## config.mk

```make
export PLATFORM = sky130hd
export DESIGN_NAME = ddc_target
export DESIGN_NICKNAME = d
export VERILOG_FILES = /design/src/rtl/ddc_pkg.sv /design/src/rtl/ddc_sync.sv /design/src/rtl/ddc_ram.sv /design/src/rtl/ddc_addr_match.sv /design/src/rtl/ddc_target.sv
export SDC_FILE = /design/constraint.sdc
export NUM_CORES = 2
export LEC_CHECK = 0
export ABC_AREA = 1
export ABC_CLOCK_PERIOD_IN_PS = 5800
export BUFFER_PORTS_ARGS = -buffer_cell sky130_fd_sc_hd__buf_2
export CAP_MARGIN = 25
export CORE_MARGIN = 2
export CORE_UTILIZATION = 26
export CTS_BUF_LIST = sky130_fd_sc_hd__clkbuf_8
export DETAILED_ROUTE_END_ITERATION = 12
export SLEW_MARGIN = 20
export SYNTH_ARGS = -nofsm -noshare
export SYNTH_HDL_FRONTEND = slang
export SYNTH_SLANG_ARGS = --single-unit
```

## constraint.sdc

```tcl
create_clock -name clk -period 5.8 [get_ports clk]
set_clock_uncertainty 0.15 [all_clocks]
set_input_delay 1.16 -clock clk [delete_from_list [all_inputs] [get_ports clk]]
set_output_delay 1.16 -clock clk [all_outputs]
set_load 0.05 [all_outputs]
```

## src/rtl/ddc_pkg.sv

```systemverilog
package ddc_pkg;
  typedef enum logic [2:0] {
    ST_IDLE,
    ST_ADDR,
    ST_AACK,
    ST_WBYTE,
    ST_WACK,
    ST_RBYTE,
    ST_RACK
  } ddc_state_t;

  typedef enum logic {
    SP_ID,
    SP_REG
  } ddc_space_t;

  localparam int unsigned BYTE_W = 8;
endpackage

```

## src/rtl/ddc_sync.sv

```systemverilog
module ddc_sync #(
  parameter int unsigned STAGES = 2
) (
  input  logic clk,
  input  logic rst,
  input  logic scl_i,
  input  logic sda_i,
  output logic scl_s,
  output logic sda_s,
  output logic scl_rise,
  output logic scl_fall,
  output logic start_det,
  output logic stop_det
);
  logic [STAGES-1:0] scl_ff, sda_ff;
  logic scl_d, sda_d;

  always_ff @(posedge clk) begin
    if (rst) begin
      scl_ff <= '1;
      sda_ff <= '1;
      scl_d  <= 1'b1;
      sda_d  <= 1'b1;
    end else begin
      scl_ff <= {scl_ff[STAGES-2:0], scl_i};
      sda_ff <= {sda_ff[STAGES-2:0], sda_i};
      scl_d  <= scl_ff[STAGES-1];
      sda_d  <= sda_ff[STAGES-1];
    end
  end

  assign scl_s     = scl_ff[STAGES-1];
  assign sda_s     = sda_ff[STAGES-1];
  assign scl_rise  = scl_s & ~scl_d;
  assign scl_fall  = ~scl_s & scl_d;
  assign start_det = scl_s & scl_d & sda_d & ~sda_s;
  assign stop_det  = scl_s & scl_d & ~sda_d & sda_s;
endmodule

```

## src/rtl/ddc_ram.sv

```systemverilog
module ddc_ram #(
  parameter int unsigned AW = 8,
  parameter int unsigned DW = 8
) (
  input  logic          clk,
  input  logic          we,
  input  logic [AW-1:0] addr,
  input  logic [DW-1:0] wdata,
  output logic [DW-1:0] q
);
  localparam int unsigned DEPTH = 2 ** AW;
  logic [DW-1:0] mem [DEPTH];

  always_ff @(posedge clk) begin
    if (we) mem[addr] <= wdata;
    q <= mem[addr];
  end
endmodule

```

## src/rtl/ddc_addr_match.sv

```systemverilog
module ddc_addr_match
  import ddc_pkg::*;
#(
  parameter logic [6:0] ID_DEV  = 7'h50,
  parameter logic [6:0] REG_DEV = 7'h54,
  parameter bit         REG_EN  = 1'b1
) (
  input  logic [7:0]  abyte,
  output logic        hit,
  output ddc_space_t  space,
  output logic        rd
);
  logic id_hit, reg_hit;

  assign id_hit = (abyte[7:1] == ID_DEV);

  generate
    if (REG_EN) begin : g_reg_on
      assign reg_hit = (abyte[7:1] == REG_DEV);
    end else begin : g_reg_off
      assign reg_hit = 1'b0;
    end
  endgenerate

  assign hit   = id_hit | reg_hit;
  assign space = id_hit ? SP_ID : SP_REG;
  assign rd    = abyte[0];
endmodule

```

## src/rtl/ddc_target.sv

```systemverilog
module ddc_target
  import ddc_pkg::*;
#(
  parameter logic [6:0]  ID_DEV      = 7'h50,
  parameter logic [6:0]  REG_DEV     = 7'h54,
  parameter bit          REG_EN      = 1'b1,
  parameter int unsigned PTR_W       = 8,
  parameter int unsigned SYNC_STAGES = 2
) (
  input  logic              clk,
  input  logic              rst,
  input  logic              scl_i,
  input  logic              sda_i,
  output logic              sda_oe,
  output logic [PTR_W-1:0]  reg_addr,
  output logic              reg_wr,
  output logic              reg_rd,
  output logic [BYTE_W-1:0] reg_wdata,
  input  logic [BYTE_W-1:0] reg_rdata
);
  localparam logic [PTR_W-1:0] PTR_ONE  = PTR_W'(1);
  localparam logic [3:0]       BITS_END = 4'(BYTE_W);
  localparam logic [3:0]       LAST_BIT = 4'(BYTE_W - 1);

  logic scl_s, sda_s, scl_rise, scl_fall, start_det, stop_det;

  ddc_sync #(.STAGES(SYNC_STAGES)) u_sync (
    .clk(clk), .rst(rst), .scl_i(scl_i), .sda_i(sda_i),
    .scl_s(scl_s), .sda_s(sda_s), .scl_rise(scl_rise), .scl_fall(scl_fall),
    .start_det(start_det), .stop_det(stop_det)
  );

  ddc_state_t        state;
  ddc_space_t        space;
  logic              rw, first, seen, mack;
  logic [3:0]        cnt;
  logic [BYTE_W-1:0] sr;
  logic [PTR_W-1:0]  ptr;

  logic              hit, hit_rd;
  ddc_space_t        hit_space;

  ddc_addr_match #(.ID_DEV(ID_DEV), .REG_DEV(REG_DEV), .REG_EN(REG_EN)) u_match (
    .abyte(sr), .hit(hit), .space(hit_space), .rd(hit_rd)
  );

  logic              ram_we;
  logic [PTR_W-1:0]  wr_addr, ram_addr;
  logic [BYTE_W-1:0] wr_data, ram_q, rd_byte;

  assign ram_addr = ram_we ? wr_addr : ptr;

  ddc_ram #(.AW(PTR_W), .DW(BYTE_W)) u_ram (
    .clk(clk), .we(ram_we), .addr(ram_addr), .wdata(wr_data), .q(ram_q)
  );

  assign rd_byte = (space == SP_REG) ? reg_rdata : ram_q;

  logic reg_en_c;
  assign reg_en_c = REG_EN;

  always_ff @(posedge clk) begin
    if (rst) begin
      state     <= ST_IDLE;
      space     <= SP_ID;
      rw        <= 1'b0;
      first     <= 1'b0;
      seen      <= 1'b0;
      mack      <= 1'b0;
      cnt       <= '0;
      sr        <= '0;
      ptr       <= '0;
      sda_oe    <= 1'b0;
      ram_we    <= 1'b0;
      wr_addr   <= '0;
      wr_data   <= '0;
      reg_wr    <= 1'b0;
      reg_rd    <= 1'b0;
      reg_addr  <= '0;
      reg_wdata <= '0;
    end else begin
      ram_we <= 1'b0;
      reg_wr <= 1'b0;
      reg_rd <= 1'b0;
      if (start_det) begin
        state  <= ST_ADDR;
        cnt    <= '0;
        sda_oe <= 1'b0;
      end else if (stop_det) begin
        state  <= ST_IDLE;
        sda_oe <= 1'b0;
      end else begin
        case (state)
          ST_ADDR: begin
            if (scl_rise) begin
              sr  <= {sr[BYTE_W-2:0], sda_s};
              cnt <= cnt + 4'd1;
            end else if (scl_fall && cnt == BITS_END) begin
              if (hit) begin
                sda_oe <= 1'b1;
                space  <= hit_space;
                rw     <= hit_rd;
                seen   <= 1'b0;
                state  <= ST_AACK;
              end else begin
                state <= ST_IDLE;
              end
            end
          end
          ST_AACK: begin
            if (scl_rise) begin
              seen <= 1'b1;
              if (rw && space == SP_REG) begin
                reg_rd   <= 1'b1;
                reg_addr <= ptr;
              end
            end else if (scl_fall && seen) begin
              cnt  <= '0;
              seen <= 1'b0;
              if (rw) begin
                sr     <= rd_byte;
                sda_oe <= ~rd_byte[BYTE_W-1];
                ptr    <= ptr + PTR_ONE;
                state  <= ST_RBYTE;
              end else begin
                sda_oe <= 1'b0;
                first  <= 1'b1;
                state  <= ST_WBYTE;
              end
            end
          end
          ST_WBYTE: begin
            if (scl_rise) begin
              sr  <= {sr[BYTE_W-2:0], sda_s};
              cnt <= cnt + 4'd1;
            end else if (scl_fall && cnt == BITS_END) begin
              sda_oe <= 1'b1;
              seen   <= 1'b0;
              state  <= ST_WACK;
              if (first) begin
                ptr   <= sr[PTR_W-1:0];
                first <= 1'b0;
              end else begin
                if (space == SP_REG) begin
                  reg_wr    <= 1'b1;
                  reg_addr  <= ptr;
                  reg_wdata <= sr;
                end else begin
                  ram_we  <= 1'b1;
                  wr_addr <= ptr;
                  wr_data <= sr;
                end
                ptr <= ptr + PTR_ONE;
              end
            end
          end
          ST_WACK: begin
            if (scl_rise) begin
              seen <= 1'b1;
            end else if (scl_fall && seen) begin
              sda_oe <= 1'b0;
              cnt    <= '0;
              seen   <= 1'b0;
              state  <= ST_WBYTE;
            end
          end
          ST_RBYTE: begin
            if (scl_fall) begin
              if (cnt == LAST_BIT) begin
                sda_oe <= 1'b0;
                seen   <= 1'b0;
                state  <= ST_RACK;
              end else begin
                sr     <= {sr[BYTE_W-2:0], 1'b0};
                sda_oe <= ~sr[BYTE_W-2];
                cnt    <= cnt + 4'd1;
              end
            end
          end
          ST_RACK: begin
            if (scl_rise) begin
              seen <= 1'b1;
              mack <= ~sda_s;
              if (!sda_s && space == SP_REG) begin
                reg_rd   <= 1'b1;
                reg_addr <= ptr;
              end
            end else if (scl_fall && seen) begin
              seen <= 1'b0;
              cnt  <= '0;
              if (mack) begin
                sr     <= rd_byte;
                sda_oe <= ~rd_byte[BYTE_W-1];
                ptr    <= ptr + PTR_ONE;
                state  <= ST_RBYTE;
              end else begin
                state <= ST_IDLE;
              end
            end
          end
          default: ;
        endcase
      end
    end
  end
endmodule

```

==> results.py <==
metrics = {
    "status": {
        "status": "finished, final reports clean",
    },
    "setup_path": {
        "worstPathRequired_ns": 6.56,
        "cp.arrival_ns": 5.19,
        "critPathLaunchType": "register",
        "worst-setup-path-type": "register to register",
        "crit_fanout": 128,
        "endpoint_kind": "register",
    },
    "yosys": {
        "synth_area_leader_cell": "edfxtp_1",
        "syn_area_per_cell_um2": 10.2,
        "syn_area_mm2": 0.0889,
        "syn-num-nets": 8717,
        "yosysSeqAreaShare_pct": 71.0,
        "synth_edf_count": 2048,
        "postSynthCellCount": 8702,
        "synth_ff_type": "edfxtp_1",
        "synthArstFlopShare_pct": 0,
        "yosysUniqueCellTypes": 38,
        "synth_top_area_share_pct": 69.2,
        "yosysWarnings": 0,
        "ys_ff_latch": 2126,
        "synth.area.top_cells": "edfxtp_1 (69%), nand2_1 (21%), nor2_1 (1.8%)",
    },
    "cells_and_area": {
        "fill_cells": 35221,
        "fin_nets": 8761,
        "drive_above_1_share_pct": 6.79,
        "area_growth_pct": 12.9,
    },
    "timing": {
        "report.final.slew_viol_count": 0,
        "max_slew_margin_pct": 10.6,
        "fin_tns_setup_ns": 0,
        "finalCritPeriodShare_pct": 76.3,
        "rsz0062_at_grt": "false",
        "hold_slack_ns": 0.172,
        "setup_viol_count_final": 0,
        "worst_pin_slew_ns": 1.34,
        "finalCriticalPeriod_ns": 4.43,
        "hold_violations": 0,
        "max_freq_mhz": 226,
    },
    "clock_network": {
        "ctsHoldBuffers": 0,
        "cts_setup_buffers": 0,
        "cts.sinks": 2126,
        "numCtsBuffers": 363,
        "htree_levels": 5,
        "cts_resized": 0,
        "cts_tree": "done",
        "clock_latency_ns": 1.04,
        "clockBufferDepth": 4,
        "clk_pin_slew_ns": 0.06,
        "root_buffer": "clkbuf_8",
    },
    "placement": {
        "gp_congestion": 0.868,
        "dp_hpwl_um": 134000,
        "io_buffers": 30,
    },
    "floorplanning": {
        "pin_count": 31,
        "core_area_mm2": 0.340,
        "rows": 214,
        "die_h_um": 589,
        "initial_core_util_pct": 26.1,
        "die_x_um": 589,
        "die_area_mm2": 0.346,
    },
    "drt": {
        "initialDrtViolationCount": 5883,
        "wl_per_cell_um": 17.8,
        "vias": 59932,
        "drt-vias-per-instance": 4.42,
        "firstDrtPassIters": 6,
        "drcViolationCount": 0,
        "ant_nets": 0,
        "drt-total-wl_um": 241000,
    },
    "pwr": {
        "p_leak_nw": 38.3,
        "max-vdd-ir-drop_v": 0.000272,
        "p_per_area_mw_per_mm2": 357,
    },
    "global_route": {
        "grt_pass1_wl_um": 361000,
        "grt-ovfl-total": 0,
        "grt_pass1_vias": 57397,
        "grtUsageTotal_pct": 13.5,
        "grt_max_degree": 177,
        "grt_antenna_before_repair": 7,
    },
    "min_path": {
        "min_path_type": "input port to register",
    },
    "flow_run": {
        "max_cap_violations": 0,
    },
}
-- worst max-delay path, cell delays in order (launching register included) --
cell and delay (ns):
dfxtp_1 0.35, inv_1 0.10, o21ai_4 0.69, buf_4 0.55, nor2_4 0.07, buf_12 0.27, nand2_1 0.17, nand3_1 0.08
nand2_1 0.08, nand2_1 0.11, o21ai_1 0.32, nand2_1 0.22, nor2_1 0.15, nor2_1 0.08, nor2_1 0.53, nand2_1 0.12
-- state kept, by name, summed over array words and instances (netlist names), 2 cells and up --
name,count
cnt,4
ptr,8
reg_addr,8
reg_wdata,8
sr,8
state,3
u_ram.mem,2048
u_ram.q,8
u_sync.scl_ff,2
u_sync.sda_ff,2
wr_addr,8
wr_data,8
-- cell usage after synthesis, types with 3 or more instances --
cell	n
nand2_1	5038
edfxtp_1	2048
nor2_1	418
nand3_1	255
clkbuf_1	215
buf_2	197
o21ai_0	124
inv_1	83
dfxtp_1	78
a21oi_1	69
o21ai_1	68
buf_1	33
nor3_1	15
a211oi_1	9
buf_4	8
inv_2	6
or2_2	5
a221oi_1	3
a31oi_1	3
ha_1	3
nand2_2	3
-- layout by cell type (no fill, tap or decap), types with 78 or more instances in the layout --
cell | Yosys | final
edfxtp_1 | 2048 | 2048
buf_4 | 8 | 78
clkinv_1 | 1 | 84
clkbuf_8 | 0 | 379
nor2_1 | 418 | 410
o21ai_0 | 124 | 124
nand2_1 | 5038 | 5020
inv_1 | 83 | 204
nand3_1 | 255 | 255
-- where the power goes --
group | internal [mW] | switching, mW
Clock | 6.16 | 5.94
Sequential | 16.6 | 0.107
Combinational | 1.87 | 5.11
-- per-layer routing --
metal / part of all wire [%] / track usage (%) / vias to the layer above / routed length (µm)
li1: - / - / 28654 / -
met1: 43 / 18.3 / 28633 / 104000
met2: 45 / 21.2 / 2211 / 109000
met3: 8.3 / 2.80 / 426 / 20100
met4: 3.1 / 4.79 / 8 / 7380
met5: 0.024 / 0 / - / 59
-- cell families (layout without fill, tap and decap cells) --
kind of cell,after synthesis,after routing,synth area share (%)
simple gates,5744,5744,24.7
flops,2126,2126,71.0
buf+inv,544,850,2.61
compound gates,283,283,1.67
fa+ha+maj,3,3,0.0422
xor+xnor,1,1,0.00986
mux,1,1,0.0113
other cells,0,4,0
-- final cells by class --
cell class / count / area, µm² / share of cell area (%)
clock inverter: 249 / 1110 / 1.11
timing repair buffer: 133 / 1230 / 1.23
tap: 4536 / 5680 / 5.66
sequential: 2126 / 63100 / 62.9
clock buffer: 378 / 5200 / 5.19
inverter: 90 / 345 / 0.344
multi-input combinational: 6032 / 23600 / 23.6
antenna: 4 / 10.0 / 0.00998
-- path summary, 6_finish.rpt --
check	cells after the start	endpoint	slack (ns)	startpoint
worst max-delay path	15	u_ram.q[1]$_DFF_P_	1.37	ptr[1]$_SDFFE_PP0P_
worst min register to register	1	u_sync.sda_ff[1]$_SDFF_PP1_	0.27	u_sync.sda_ff[0]$_SDFF_PP1_
worst max register to register	15	u_ram.q[1]$_DFF_P_	1.37	ptr[1]$_SDFFE_PP0P_
worst min-delay path	2	u_sync.sda_ff[0]$_SDFF_PP1_	0.17	sda_i
-- metrics by stage --
step	total power [mW]	cell area [µm²]	instances	setup slack [ns]	utilization, %
floorplan	22.0	88900	8702	1.40	-
finish	35.8	100000	13548	1.37	29.5
CTS	36.1	100000	13543	1.61	29.5
global placement	24.0	94000	12915	1.61	27.6
detailed placement	24.0	94000	12916	1.58	27.6
global route	37.6	100000	13545	1.26	29.5
Note: power is estimated with default switching activity, not from simulation.
